$ cat src/rtl/bpw_pkg.sv
package bpw_pkg;
  typedef enum logic {
    MODE_TEXT = 1'b0,
    MODE_BIN  = 1'b1
  } mode_e;
endpackage

$ cat src/rtl/bpw_pulse_timer.sv
module bpw_pulse_timer #(
  parameter int unsigned CYCLES = 750
) (
  input  logic clk_i,
  input  logic rst_ni,
  input  logic load_i,
  output logic active_o
);
  localparam int unsigned CW = $clog2(CYCLES + 1);
  localparam logic [CW-1:0] LOAD_VAL = CW'(CYCLES);

  logic [CW-1:0] cnt_q;

  always_ff @(posedge clk_i or negedge rst_ni) begin
    if (!rst_ni)              cnt_q <= '0;
    else if (load_i)          cnt_q <= LOAD_VAL;  // restart on every load
    else if (cnt_q != '0)     cnt_q <= cnt_q - 1'b1;
  end

  assign active_o = (cnt_q != '0);

  assert_cnt_bound_R4: assert property (@(posedge clk_i) disable iff (!rst_ni)
    cnt_q <= LOAD_VAL);
  assert_load_active_R7: assert property (@(posedge clk_i) disable iff (!rst_ni)
    load_i |=> active_o);
  assert_pulse_ends_R4: assert property (@(posedge clk_i) disable iff (!rst_ni)
    (!load_i && cnt_q == CW'(1)) |=> !active_o);
endmodule

$ cat src/rtl/bpw_mode_ctrl.sv
module bpw_mode_ctrl
  import bpw_pkg::*;
(
  input  logic  clk_i,
  input  logic  rst_ni,
  input  logic  enter_i,
  input  logic  clr_i,
  output mode_e mode_o,
  output logic  clr_fire_o,
  output logic  exit_o
);
  mode_e mode_q;

  always_ff @(posedge clk_i or negedge rst_ni) begin
    if (!rst_ni)      mode_q <= MODE_TEXT;
    else if (clr_i)   mode_q <= MODE_TEXT;  // clear beats enter
    else if (enter_i) mode_q <= MODE_BIN;
  end

  assign mode_o     = mode_q;
  assign clr_fire_o = clr_i && (mode_q == MODE_TEXT);
  assign exit_o     = clr_i && (mode_q == MODE_BIN);

  assert_clr_to_text_R9: assert property (@(posedge clk_i) disable iff (!rst_ni)
    clr_i |=> mode_q == MODE_TEXT);
  assert_enter_R2: assert property (@(posedge clk_i) disable iff (!rst_ni)
    (enter_i && !clr_i) |=> mode_q == MODE_BIN);
  assert_clr_wins_R12: assert property (@(posedge clk_i) disable iff (!rst_ni)
    (enter_i && clr_i) |=> mode_q == MODE_TEXT);
endmodule

$ cat src/rtl/bpw_byte_seq.sv
module bpw_byte_seq #(
  parameter int unsigned N_PORTS = 5,
  parameter int unsigned BYTE_W  = 8
) (
  input  logic                      clk_i,
  input  logic                      rst_ni,
  input  logic                      wr_i,
  input  logic                      eom_i,
  input  logic [BYTE_W-1:0]         data_i,
  input  logic                      wipe_i,
  input  logic                      rewind_i,
  output logic [N_PORTS*BYTE_W-1:0] ports_o,
  output logic                      done_o
);
  localparam int unsigned PW = (N_PORTS > 1) ? $clog2(N_PORTS) : 1;
  localparam logic [PW-1:0] LAST = PW'(N_PORTS - 1);

  logic [PW-1:0] pos_q;

  assign done_o = wr_i && (pos_q == LAST || eom_i);

  always_ff @(posedge clk_i or negedge rst_ni) begin
    if (!rst_ni)                 pos_q <= '0;
    else if (rewind_i || done_o) pos_q <= '0;
    else if (wr_i)               pos_q <= pos_q + 1'b1;
  end

  // slot g holds port g+1; position 0 addresses the highest port
  for (genvar g = 0; g < N_PORTS; g++) begin : g_port
    localparam logic [PW-1:0] SLOT = PW'(N_PORTS - 1 - g);
    logic [BYTE_W-1:0] port_q;
    always_ff @(posedge clk_i or negedge rst_ni) begin
      if (!rst_ni)                      port_q <= '0;
      else if (wipe_i)                  port_q <= '0;
      else if (wr_i && pos_q == SLOT)   port_q <= data_i;
    end
    assign ports_o[g*BYTE_W +: BYTE_W] = port_q;
  end

  assert_pos_range_R3: assert property (@(posedge clk_i) disable iff (!rst_ni)
    pos_q <= LAST);
  assert_rewind_after_done_R6: assert property (@(posedge clk_i) disable iff (!rst_ni)
    done_o |=> pos_q == '0);
  assert_ports_hold_R5: assert property (@(posedge clk_i) disable iff (!rst_ni)
    (!wr_i && !wipe_i) |=> $stable(ports_o));
endmodule

$ cat src/rtl/bin_port_writer.sv
module bin_port_writer
  import bpw_pkg::*;
#(
  parameter int unsigned N_PORTS    = 5,
  parameter int unsigned BYTE_W     = 8,
  parameter int unsigned STB_CYCLES = 750,
  parameter int unsigned CLR_CYCLES = 2500
) (
  input  logic                      clk_i,
  input  logic                      rst_ni,
  input  logic                      bin_enter_i,
  input  logic                      dev_clr_i,
  input  logic                      byte_valid_i,
  input  logic                      byte_eom_i,
  input  logic [BYTE_W-1:0]         byte_data_i,
  output logic [N_PORTS*BYTE_W-1:0] port_data_o,
  output logic                      strobe_o,
  output logic                      clr_pulse_o,
  output logic                      bin_mode_o
);
  mode_e mode;
  logic  clr_fire, mode_exit, wr, grp_done;

  bpw_mode_ctrl u_mode (
    .clk_i      (clk_i),
    .rst_ni     (rst_ni),
    .enter_i    (bin_enter_i),
    .clr_i      (dev_clr_i),
    .mode_o     (mode),
    .clr_fire_o (clr_fire),
    .exit_o     (mode_exit)
  );

  // a byte in the clear cycle still belongs to binary mode
  assign wr = byte_valid_i && (mode == MODE_BIN);

  bpw_byte_seq #(.N_PORTS(N_PORTS), .BYTE_W(BYTE_W)) u_seq (
    .clk_i    (clk_i),
    .rst_ni   (rst_ni),
    .wr_i     (wr),
    .eom_i    (byte_eom_i),
    .data_i   (byte_data_i),
    .wipe_i   (clr_fire),
    .rewind_i (mode_exit || clr_fire),
    .ports_o  (port_data_o),
    .done_o   (grp_done)
  );

  bpw_pulse_timer #(.CYCLES(STB_CYCLES)) u_stb (
    .clk_i    (clk_i),
    .rst_ni   (rst_ni),
    .load_i   (grp_done),
    .active_o (strobe_o)
  );

  bpw_pulse_timer #(.CYCLES(CLR_CYCLES)) u_clr (
    .clk_i    (clk_i),
    .rst_ni   (rst_ni),
    .load_i   (clr_fire),
    .active_o (clr_pulse_o)
  );

  assign bin_mode_o = (mode == MODE_BIN);

  assert_no_clr_in_bin_R9: assert property (@(posedge clk_i) disable iff (!rst_ni)
    (dev_clr_i && bin_mode_o) |=> !$rose(clr_pulse_o));
  assert_text_ignores_bytes_R8: assert property (@(posedge clk_i) disable iff (!rst_ni)
    (byte_valid_i && !bin_mode_o && !dev_clr_i) |=> $stable(port_data_o));
  assert_clr_wipes_R10: assert property (@(posedge clk_i) disable iff (!rst_ni)
    (dev_clr_i && !bin_mode_o) |=> (port_data_o == '0 && clr_pulse_o));
  assert_clr_byte_kept_R11: assert property (@(posedge clk_i) disable iff (!rst_ni)
    (dev_clr_i && bin_mode_o && byte_valid_i) |=> !bin_mode_o);
endmodule

$ cat config.mk
export PLATFORM = sky130hd
export DESIGN_NAME = bin_port_writer
export DESIGN_NICKNAME = d
export VERILOG_FILES = /design/src/rtl/bpw_pkg.sv /design/src/rtl/bpw_pulse_timer.sv /design/src/rtl/bpw_mode_ctrl.sv /design/src/rtl/bpw_byte_seq.sv /design/src/rtl/bin_port_writer.sv
export SDC_FILE = /design/constraint.sdc
export NUM_CORES = 1
export LEC_CHECK = 0
export BUFFER_PORTS_ARGS = -buffer_cell sky130_fd_sc_hd__buf_2
export CORE_UTILIZATION = 52
export CTS_BUF_LIST = sky130_fd_sc_hd__clkbuf_2 sky130_fd_sc_hd__clkbuf_4 sky130_fd_sc_hd__clkbuf_8
export CTS_CLUSTER_SIZE = 20
export DETAILED_ROUTE_END_ITERATION = 10
export PLACE_DENSITY_LB_ADDON = 0.12
export REMOVE_ABC_BUFFERS = 1
export SLEW_MARGIN = 20
export SYNTH_ARGS = -nofsm -noshare
export SYNTH_HDL_FRONTEND = slang
export SYNTH_SLANG_ARGS = --single-unit
$ cat constraint.sdc
create_clock -name clk_i -period 1.9 [get_ports clk_i]
set_clock_uncertainty 0.1 [all_clocks]
set_input_delay 0.38 -clock clk_i [delete_from_list [all_inputs] [get_ports clk_i]]
set_output_delay 0.38 -clock clk_i [all_outputs]
set_load 0.01 [all_outputs]
Word-level counts from Yosys, hierarchy flattened
Index checks and enable logic that the tools add are counted.

Flip-flop bits (word level): 66. Bits of input ports: 14.

Add/sub/neg operators: 3. Equality and inequality tests: 4. Muxes and demuxes: 18. Bitwise gates (word level): 1. Reductions and logical operators: 24.

Operator list (number): $mux W8 (10); $mux W12 (2); $mux W10 (2); $reduce_bool A2 Y1 (9); $reduce_bool A12 Y1 (1); $sub A12 B1 Y12 const B (1); $reduce_bool A10 Y1 (1); $sub A10 B1 Y10 const B (1); $logic_and A1 B1 Y1 (9); $eq A3 B2 Y1 const B (2); $mux W3 (2); $add A3 B1 Y3 const B (1); $eq A3 B1 Y1 const B (1); $eq A3 B3 Y1 const B (1); $logic_not A3 Y1 (1); $logic_or A1 B1 Y1 (3); $mux W1 (2); $not A1 Y1 (1).

Depth between registers and ports, before layout
Gate-level depths: netlist of run 1.

Word-level depth: 5. Depth in mapped cells: 6. Gate-level depth less buffers: 6.

Cells and area by module
Synthesis of run 1 repeated with hierarchy kept, for this count alone.

Cell total of the unflattened synthesis: 306. Area total of the unflattened synthesis: 3375.7 µm².

Modules (own cells, without submodules): bpw_byte_seq (instances 1, cells an instance 174, area an instance 2092.0 µm²); bpw_pulse_timer at u_clr (instances 1, cells an instance 67, area an instance 655.6 µm²); bpw_pulse_timer at u_stb (instances 1, cells an instance 59, area an instance 564.3 µm²); bpw_mode_ctrl (instances 1, cells an instance 4, area an instance 51.3 µm²); bin_port_writer (instances 1, cells an instance 2, area an instance 12.5 µm²).

Worst setup path before layout of run 1
OpenSTA, ideal clock, no wires.

Path kind: reg-to-reg. From: register u_clr.cnt_q[4]. To: register u_clr.cnt_q[9]. Library setup time: 0.077 ns. Arrival time: 1.585 ns. Required time: 1.723 ns. Path slack: 0.137 ns. Stages on the path, launching flop included: 5. Path buffers: 0. Clock period less this slack: 1.763 ns. Path through: dfrtp_1 nor4_4 o2111ai_2 or4_1 a21oi_1.

Longest elaborated chain between the ends: 3. Elaborated cells between the ends (all ways): 5. Those cells by class: 1 x add/sub; 2 x mux; 2 x reduce/logical.

Ends and longest elaborated chain: from (decl) (RTL line bpw_pulse_timer.sv:12) `logic [CW-1:0] cnt_q;`; from (signal assigned) (RTL line bpw_pulse_timer.sv:17) `else if (cnt_q != '0) cnt_q <= cnt_q - 1'b1;`; $sub A12 B1 Y12 (RTL line bpw_pulse_timer.sv:17); $mux W12 (RTL line bpw_pulse_timer.sv:17); $mux W12 (RTL line bpw_pulse_timer.sv:16) `else if (load_i) cnt_q <= LOAD_VAL;`.

Parallel ways exist; a longest one is shown, timed or not. The select of a mux whose other input is x is not followed. A chain may end at the register's enable or synchronous reset.

Final worst setup path of run 1
From: register u_clr.cnt_q[1]. To: output port clr_pulse_o.

Longest elaborated chain between the ends: 1.

Ends and longest elaborated chain: $reduce_bool A12 Y1 (RTL line bpw_pulse_timer.sv:20) `assign active_o = (cnt_q != '0);`; to (decl) (RTL line bin_port_writer.sv:18) `output logic clr_pulse_o,`.

Every way passes these cells.

==> results.py, run 1 <==
metrics = {
    "run_status": {
        "outcome": "finished, violations left",
        "violations": "setup timing",
    },
    "layout": {
        "syn_to_final_growth_pct": 24.4,
        "stdcell_area_sq_mm": 0.00384,
        "layout.nets": 438,
        "diodes": 0,
        "multi_input_area_sq_mm": 0.00140,
        "drive_above_1_share": 0.264,
        "fillCellCount": 449,
        "final_util": 0.685,
        "regArea_sq_mm": 0.00165,
    },
    "timing": {
        "worstMarginPinSlew_ns": 0.348,
        "max_clock_freq_mhz": 519,
        "rsz0062_at_grt": "true",
        "hold_viol": 0,
        "finalSetupTns_ns": -0.0273,
        "slew_viol_final": 0,
        "setup_viol": 1,
        "period_needed_ns": 1.93,
        "fin_ws_ns": -0.0273,
        "period_share": 1.01,
        "max_slew_margin": 0.768,
    },
    "floorplan": {
        "rows": 27,
        "die_w_um": 79.1,
        "ios": 57,
        "start_util": 0.551,
        "core_region_area_sq_mm": 0.00561,
        "die_area_sq_mm": 0.00625,
        "dieHeight_um": 79.1,
    },
    "clock_tree": {
        "cts_buffer_depth": 2,
        "cts.sink_count": 66,
        "cts_tree": "yes",
        "path_clk_slew_ns": 0.07,
        "htreeDepth": 3,
        "clockRootBuffer": "clkbuf_8",
        "cts_made_buffers": 9,
        "clk_latency_ns": 0.34,
    },
    "worst_setup_path": {
        "crit_required_ns": 1.42,
        "cpMaxStageDelayCell": "dfrtp_1",
        "cpPeakStageDelay_ns": 0.39,
        "r2r_cells": 5,
        "reg2reg_setup_slack_ns": 0.09,
        "worst_setup_path_start_kind": "flip-flop",
        "crit_fanout": 3,
        "critPathBufInv": 2,
        "worstSetupPathType": "reg2out",
        "cp_cell_sequence": "inv_2 -> ha_4 -> nor3b_4 -> nand4_2 -> buf_6",
        "cp_top_family": "flip-flops",
        "cp-end-kind": "primary output",
        "reg2reg_to": "u_clr.cnt_q[9]$_DFFE_PN0P_",
        "arrival_ns": 1.45,
        "reg2reg_from": "u_clr.cnt_q[3]$_DFFE_PN0P_",
    },
    "hold_path": {
        "hold_end": "u_mode.mode_o$_DFFE_PN0P_",
        "min_from": "bin_enter_i",
        "hp-class": "in2reg",
        "hold_depth": 3,
    },
    "logic_synthesis": {
        "synth_cell_types": 41,
        "synth_flop_cell": "dfrtp_1",
        "ys_top_cells_by_area": "dfrtp_1, nand2_1, a21oi_1, ha_1, nand3_1",
        "synth_seq_cells": 66,
        "synthCells": 338,
        "post-synth-top-count-cell": "nand2_1",
        "synth_top_cell_by_area": "dfrtp_1",
        "yosysTopAreaCellShare": 0.535,
        "synth_commonest_cells": "nand2_1, dfrtp_1, a21oi_1",
        "avgSynthCellArea_sq_um": 9.14,
        "synth_area_sq_mm": 0.00309,
        "synthArstFlopShare": 1.00,
        "yosysSeqAreaShare": 0.535,
        "yosysWarnings": 0,
        "synth-edff-count": 0,
    },
    "global_route": {
        "grt_overflow_total": 0,
        "grt_pass1_vias": 2452,
        "grt_util_all_layers": 0.249,
        "grt_pass1_wl_mm": 11.7,
        "grt_max_degree": 67,
        "antenna_found_initial": 0,
    },
    "detailed_routing": {
        "first_pass_iters": 4,
        "drtIter0Drc": 225,
        "drc": 0,
        "routedWlPerCell_um": 14.6,
        "vias": 2713,
        "drt_wl_total_mm": 7.18,
        "routed_via_density": 5.51,
        "antenna_left": 0,
    },
    "placement": {
        "gp_congestion": 0.878,
        "place_area_sq_mm": 0.00353,
        "hpwl_mm": 4.86,
        "io_buffers": 56,
    },
    "power": {
        "vdd_drop_max_mv": 0.662,
        "total_power_mw": 3.55,
        "cellLeakagePower_nw": 1.84,
        "p_per_area_mw_per_mm2": 925,
    },
    "flow_run": {
        "maxCapViolations": 0,
    },
}
[how the worst max path moves through the flow]
stage,from,end,slack [ns],cells after the start
3_3_place_gp,u_clr.cnt_q[1]$_DFFE_PN0P_,u_clr.cnt_q[9]$_DFFE_PN0P_,0.13,6
3_5_place_dp,u_clr.cnt_q[1]$_DFFE_PN0P_,u_clr.cnt_q[9]$_DFFE_PN0P_,0.09,6
4_1_cts,u_clr.cnt_q[1]$_DFFE_PN0P_,clr_pulse_o,-0.006,5
5_1_grt,u_clr.cnt_q[1]$_DFFE_PN0P_,clr_pulse_o,-0.12,5
2_1_floorplan,u_clr.cnt_q[4]$_DFFE_PN0P_,u_clr.cnt_q[9]$_DFFE_PN0P_,0.13,4
6_report,u_clr.cnt_q[1]$_DFFE_PN0P_,clr_pulse_o,-0.03,5
[through the flow]
stage	setup slack (ns)	instances	hold slack, ns
after floorplan	0.132	326	-0.0156
after global placement	0.130	467	0.326
after detailed placement	0.0913	467	0.327
after CTS	-0.00618	490	0.147
after global routing	-0.117	492	0.177
final	-0.0273	492	0.158
[power by group]
group / switching [mW] / internal (mW) / total (mW) / leakage, nW
clock network: 0.528 / 0.496 / 1.02 / 0.0879
registers: 0.176 / 1.55 / 1.73 / 0.857
logic: 0.413 / 0.389 / 0.802 / 0.891
total: 1.12 / 2.44 / 3.55 / 1.84
[kinds of logic (layout without fill, tap and decap cells)]
group	Yosys count	count (layout)	share of synthesized area
simple gates	157	157	0.233
compound gates	73	73	0.139
flops	66	66	0.535
buf+inv	25	107	0.0336
fa+ha+maj	8	8	0.0324
xor+xnor	5	5	0.0142
mux	4	4	0.0130
[cells in the final DEF (no fill, tap or decap), types with 2 or more instances in the layout]
cell	synthesis	routed
nor3_1	9	7
mux2i_1	4	4
inv_1	13	9
nand4_1	2	2
nor2_1	18	18
nand2b_1	3	3
ha_1	8	6
inv_2	0	4
buf_2	0	55
a21oi_1	50	50
nor3_2	0	2
dfrtp_1	66	66
nand2_1	88	88
nand3_1	16	16
buf_4	0	20
xnor2_1	5	5
o21ai_0	4	4
and2_1	3	3
a31oi_1	4	4
ha_4	0	2
o31ai_1	4	4
and3_1	2	2
clkinv_2	0	3
buf_12	0	2
or3_1	4	2
or4_1	2	2
or3_4	0	2
clkbuf_8	1	10
[layer usage]
metal  part of all wire  global-route usage  vias up  routed length [um]
met1               0.45               0.331     1304                3240
met2               0.48               0.390       78                3420
li1                   -                   -     1315                   -
met3              0.050              0.0391       16                 358
met5                  0                   0        -                   0
met4              0.023               0.140        0                 168
[sequential cells by signal (all words and copies together) (netlist names)]
register             flops
u_mode.mode_o            1
u_seq.g_port.port_q     40
u_stb.cnt_q             10
u_clr.cnt_q             12
u_seq.pos_q              3
[area by class of cell]
cell class | instances | area share
tap | 72 | 0.0234
clock buffer | 10 | 0.0358
multi-input combinational | 247 | 0.364
sequential | 66 | 0.430
clock inverter | 5 | 0.00814
inverter | 13 | 0.0127
timing repair buffer | 79 | 0.127
[timing repair]
item | CTS | global route
hold endpoints to repair | 66 | 0
pin swaps | 4 | 0
gates resized for setup | 10 | 7
buffers inserted | 7 | 2
setup endpoints to repair | 2 | 5
hold buffers | 1 | 0
[worst register-to-register path: cells and delay by family, from the launching register on]
family / cells / cell delay (ns)
buffers and inverters: 1 / 0.17
DFF: 1 / 0.44
AOI/OAI and AO/OA: 2 / 0.31
and+or+nand+nor: 2 / 0.73
Note: power is estimated with default switching activity, not from simulation.
==> run 2, diff against run 1 <==
Settings changed: CORE_UTILIZATION 52 to 53, SKIP_CTS_REPAIR_TIMING set to 1, SYNTH_HIERARCHICAL set to 1.
==> results.py, run 2 <==
metrics = {
    "run_status": {
        "outcome": "finished, violations left",
        "violations": "setup timing",
    },
    "worst_setup_path": {
        "crit_required_ns": 2.02,
        "cp_top_family": "simple AND/OR/NAND/NOR gates",
        "crit_fanout": 2,
        "cpMostUsedCell": "or4_4",
        "cpMaxStageDelayCell": "or4_4",
        "worstSetupPathType": "reg2reg",
        "arrival_ns": 2.27,
        "worst_setup_path_start_kind": "flip-flop",
        "r2r_cells": 5,
        "cp_cell_sequence": "buf_4 -> or4_4 -> or4_4 -> o21a_1 -> or3_1",
        "reg2reg_to": "u_clr/cnt_q[7]$_DFFE_PN0P_",
        "reg2reg_from": "u_clr/cnt_q[0]$_DFFE_PN0P_",
        "reg2reg_setup_slack_ns": -0.26,
        "cpPeakStageDelay_ns": 0.52,
        "cp-end-kind": "flip-flop",
        "critPathBufInv": 1,
    },
    "detailed_routing": {
        "antenna_left": 0,
        "routedWlPerCell_um": 15.7,
        "drt_wl_total_mm": 7.61,
        "drc": 0,
        "drtIter0Drc": 139,
        "vias": 2668,
        "first_pass_iters": 4,
        "routed_via_density": 5.50,
    },
    "hold_path": {
        "hold_depth": 2,
        "min_from": "bin_enter_i",
        "hp-class": "in2reg",
        "hold_end": "u_mode/mode_o$_DFFE_PN0P_",
    },
    "clock_tree": {
        "cts_tree": "yes",
        "clk_latency_ns": 0.34,
        "cts_made_buffers": 9,
        "path_clk_slew_ns": 0.07,
        "cts.sink_count": 66,
        "htreeDepth": 3,
        "clockRootBuffer": "clkbuf_8",
        "cts_buffer_depth": 2,
    },
    "layout": {
        "largest_register_ffs": 40,
        "regArea_sq_mm": 0.00165,
        "layout_commonest_cell": "dfrtp_1",
        "drive_above_1_share": 0.385,
        "top_register": "u_seq/g_port.port_q",
        "multi_input_area_sq_mm": 0.00170,
        "syn_to_final_growth_pct": 29.8,
        "layout.nets": 427,
        "reg_top3": "u_seq/g_port.port_q x40, u_clr/cnt_q x12, u_stb/cnt_q x10",
        "final_util": 0.727,
        "diodes": 0,
        "final_cell_mix": "dfrtp_1, buf_2, buf_4",
        "final_cell_count_no_fill": 485,
        "stdcell_area_sq_mm": 0.00438,
        "fillCellCount": 449,
    },
    "global_route": {
        "grt_pass1_vias": 2533,
        "grt_overflow_total": 0,
        "grt_max_degree": 62,
        "grt_pass1_wl_mm": 12.0,
        "antenna_found_initial": 0,
        "grt_util_all_layers": 0.240,
    },
    "logic_synthesis": {
        "synthCells": 306,
        "synth_seq_cells": 66,
        "avgSynthCellArea_sq_um": 11.0,
        "synth_cell_types": 57,
        "synth_top_cell_by_area": "dfrtp_1",
        "synth_flop_cell": "dfrtp_1",
        "synth_area_sq_mm": 0.00338,
        "ys_top_cells_by_area": "dfrtp_1, mux2i_1, nand2b_1, ha_1, a21bo_2",
        "synthArstFlopShare": 1.00,
        "yosysWarnings": 6,
        "yosysSeqAreaShare": 0.489,
        "synth-edff-count": 0,
        "post-synth-top-count-cell": "dfrtp_1",
        "synth_commonest_cells": "dfrtp_1, nand2b_1, mux2i_1",
        "yosysTopAreaCellShare": 0.489,
    },
    "placement": {
        "pre_cts_slack_ns": -0.171,
        "hpwl_mm": 5.22,
        "place_area_sq_mm": 0.00402,
        "dp.cells": 465,
        "io_buffers": 56,
        "gp_congestion": 0.860,
    },
    "timing": {
        "hold_viol": 0,
        "setup_viol": 7,
        "period_share": 1.14,
        "worstMarginPinSlew_ns": 0.492,
        "finalSetupTns_ns": -1.11,
        "max_clock_freq_mhz": 463,
        "period_needed_ns": 2.16,
        "fin_ws_ns": -0.259,
        "max_slew_margin": 0.672,
        "hold-worst-slack_ns": 0.171,
        "rsz0062_at_grt": "true",
        "slew_viol_final": 0,
    },
    "floorplan": {
        "dieHeight_um": 81.8,
        "die_w_um": 81.8,
        "die_area_sq_mm": 0.00669,
        "ios": 57,
        "core_region_area_sq_mm": 0.00603,
        "start_util": 0.560,
        "rows": 28,
    },
    "power": {
        "p_per_area_mw_per_mm2": 904,
        "vdd_drop_max_mv": 0.657,
        "total_power_mw": 3.96,
        "cellLeakagePower_nw": 2.18,
    },
    "flow_run": {
        "maxCapViolations": 0,
    },
}
-- run 2: cell types whose count changed in the layout (fill, tap and decap cells not counted), sizes merged, moves of 3 or more --
cell,delta
a21bo,+8
nand3,-4
nand2b,+38
or4,+5
nor2,-5
or2,+3
mux2i,+31
o21a,+3
nand2,-87
nand3b,+4
nor3,-3
a21oi,-34
or3b,+3
buf,+24
-- run 2: cell type report --
cell class              count  area share
clock inverters             7      0.0214
multi-input cells         213       0.387
clock buffers               9      0.0283
inverters                  12      0.0109
flip-flops and latches     66       0.377
well taps                  75      0.0214
repair buffers            103       0.154
-- run 2: worst max path at each step --
| stage | startpoint | endpoint | depth (start not counted) |
|---|---|---|---|
| after floorplan | u_clr/cnt_q[0]$_DFFE_PN0P_ | u_clr/cnt_q[7]$_DFFE_PN0P_ | 4 |
| after global placement | u_clr/cnt_q[0]$_DFFE_PN0P_ | u_clr/cnt_q[7]$_DFFE_PN0P_ | 4 |
| after detailed placement | u_clr/cnt_q[0]$_DFFE_PN0P_ | u_clr/cnt_q[7]$_DFFE_PN0P_ | 4 |
| after CTS | u_clr/cnt_q[0]$_DFFE_PN0P_ | clr_pulse_o | 7 |
| after global routing | u_stb/cnt_q[1]$_DFFE_PN0P_ | strobe_o | 6 |
| final | u_clr/cnt_q[0]$_DFFE_PN0P_ | u_clr/cnt_q[7]$_DFFE_PN0P_ | 5 |
-- run 2: power breakdown --
| part | leakage (nW) | internal [mW] | switching (mW) |
|---|---|---|---|
| Sequential | 0.858 | 1.55 | 0.113 |
| Clock | 0.105 | 0.735 | 0.546 |
| Combinational | 1.22 | 0.528 | 0.486 |
-- run 2: cells by family (layout without fill, tap and decap cells) --
family | after synthesis | in the layout | share of synthesized area
AOI/OAI and AO/OA | 52 | 52 | 0.113
xor gates and xnor gates | 3 | 3 | 0.00778
adders and majority gates | 8 | 8 | 0.0297
buffers and inverters | 27 | 131 | 0.0408
DFF | 66 | 66 | 0.489
muxes | 35 | 35 | 0.104
and+or+nand+nor | 115 | 115 | 0.216
-- run 2: routing by layer --
metal / part of all wire / track usage
met1: 0.47 / 0.328
met2: 0.47 / 0.373
met3: 0.030 / 0.0489
met4: 0.021 / 0.0947
met5: 0 / 0
==> run 3, diff against run 2 <==
Settings changed: REMOVE_ABC_BUFFERS 1 to unset.
==> results.py, run 3 (same netlist as run 2, synthesis figures left out) <==
metrics = {
    "run_status": {
        "outcome": "finished, violations left",
        "violations": "setup timing",
    },
    "layout": {
        "reg_top3": "u_seq/g_port.port_q x40, u_clr/cnt_q x12, u_stb/cnt_q x10",
        "top_register": "u_seq/g_port.port_q",
        "final_util": 0.722,
        "syn_to_final_growth_pct": 28.9,
        "layout.nets": 420,
        "largest_register_ffs": 40,
        "drive_above_1_share": 0.382,
        "final_cell_mix": "dfrtp_1, buf_2, nand2b_1",
        "layout_commonest_cell": "dfrtp_1",
        "diodes": 0,
    },
    "worst_setup_path": {
        "cp-end-kind": "flip-flop",
        "worst_setup_path_start_kind": "flip-flop",
        "crit_fanout": 2,
        "arrival_ns": 2.34,
        "crit_required_ns": 2.03,
        "worstSetupPathType": "reg2reg",
    },
    "timing": {
        "setup_viol": 5,
        "hold_viol": 0,
        "period_needed_ns": 2.21,
        "rsz0062_at_grt": "true",
        "fin_ws_ns": -0.307,
        "max_clock_freq_mhz": 453,
        "worstMarginPinSlew_ns": 0.548,
        "slew_viol_final": 0,
        "period_share": 1.16,
        "max_slew_margin": 0.635,
    },
    "floorplan": {
        "die_w_um": 81.8,
        "start_util": 0.560,
        "rows": 28,
        "dieHeight_um": 81.8,
        "die_area_sq_mm": 0.00669,
        "ios": 57,
        "core_region_area_sq_mm": 0.00603,
    },
    "flow_run": {
        "maxCapViolations": 0,
    },
    "detailed_routing": {
        "antenna_left": 0,
        "routedWlPerCell_um": 16.0,
        "drc": 0,
        "drt_wl_total_mm": 7.64,
        "vias": 2638,
        "routed_via_density": 5.52,
        "first_pass_iters": 4,
        "drtIter0Drc": 114,
    },
    "placement": {
        "io_buffers": 56,
        "gp_congestion": 0.758,
        "hpwl_mm": 4.94,
    },
    "clock_tree": {
        "cts.sink_count": 66,
        "clockRootBuffer": "clkbuf_8",
        "cts_made_buffers": 9,
        "cts_tree": "yes",
        "htreeDepth": 3,
        "clk_latency_ns": 0.35,
        "path_clk_slew_ns": 0.08,
        "cts_buffer_depth": 2,
    },
    "power": {
        "vdd_drop_max_mv": 0.620,
        "cellLeakagePower_nw": 2.14,
        "p_per_area_mw_per_mm2": 933,
        "total_power_mw": 4.06,
    },
    "global_route": {
        "grt_overflow_total": 0,
        "grt_max_degree": 67,
        "antenna_found_initial": 0,
        "grt_pass1_wl_mm": 11.6,
        "grt_util_all_layers": 0.234,
        "grt_pass1_vias": 2448,
    },
    "hold_path": {
        "hp-class": "in2reg",
    },
    "logic_synthesis": {
        "synth_nets": 328,
    },
}
## run 3: layout make-up
type | count | area (sq um)
Clock buffer | 9 | 124
Clock inverter | 7 | 93.8
Fill cell | 432 | 1680
Inverter | 12 | 47.5
Multi-Input combinational cell | 213 | 1720
Sequential cell | 66 | 1650
Tap cell | 75 | 93.8
Timing Repair Buffer | 96 | 622
## run 3: critical path: stages (launching register included)
cell and delay [ns]:
dfrtp_1 0.39, buf_4 0.13, or4_4 0.48, or4_4 0.50
o21a_1 0.19, or3_1 0.31
## run 3: path summary, 6_finish.rpt
kind	from	endpoint	slack, ns	cells after the start
max in group asynchronous	rst_ni	u_clr/cnt_q[2]$_DFFE_PN0P_	0.94	3
max reg2reg	u_clr/cnt_q[1]$_DFFE_PN0P_	u_clr/cnt_q[7]$_DFFE_PN0P_	-0.31	5
max	u_clr/cnt_q[1]$_DFFE_PN0P_	u_clr/cnt_q[7]$_DFFE_PN0P_	-0.31	5
min in group asynchronous	rst_ni	u_seq/g_port[1].port_q[2]$_DFFE_PN0P_	0.46	3
min	bin_enter_i	u_mode/mode_o$_DFFE_PN0P_	0.15	2
min reg2reg	u_seq/g_port[3].port_q[4]$_DFFE_PN0P_	u_seq/g_port[3].port_q[4]$_DFFE_PN0P_	0.44	2
## run 3: metrics by stage
stage               hold WS, ns  instances  cell area, sq um  setup WS [ns]  setup TNS [ns]
finish                    0.147        478              4350         -0.307           -1.06
global route              0.144        478              4350         -0.366           -1.51
CTS                     -0.0591        473              4170         -0.397           -1.28
detailed placement        0.324        457              3960         -0.180          -0.443
global placement          0.327        457              3960         -0.143          -0.295
floorplan               -0.0156        306              3390         -0.182          -0.257
## run 3: metal layers
metal  GRT usage  part of all wire
met1       0.301              0.44
met2       0.379              0.51
met3      0.0500             0.032
met4       0.105             0.018
met5           0                 0
## run 3: power by group
| part | internal (mW) | switching (mW) |
|---|---|---|
| registers | 1.55 | 0.108 |
| clock network | 0.735 | 0.572 |
| logic | 0.560 | 0.534 |
| total | 2.85 | 1.21 |
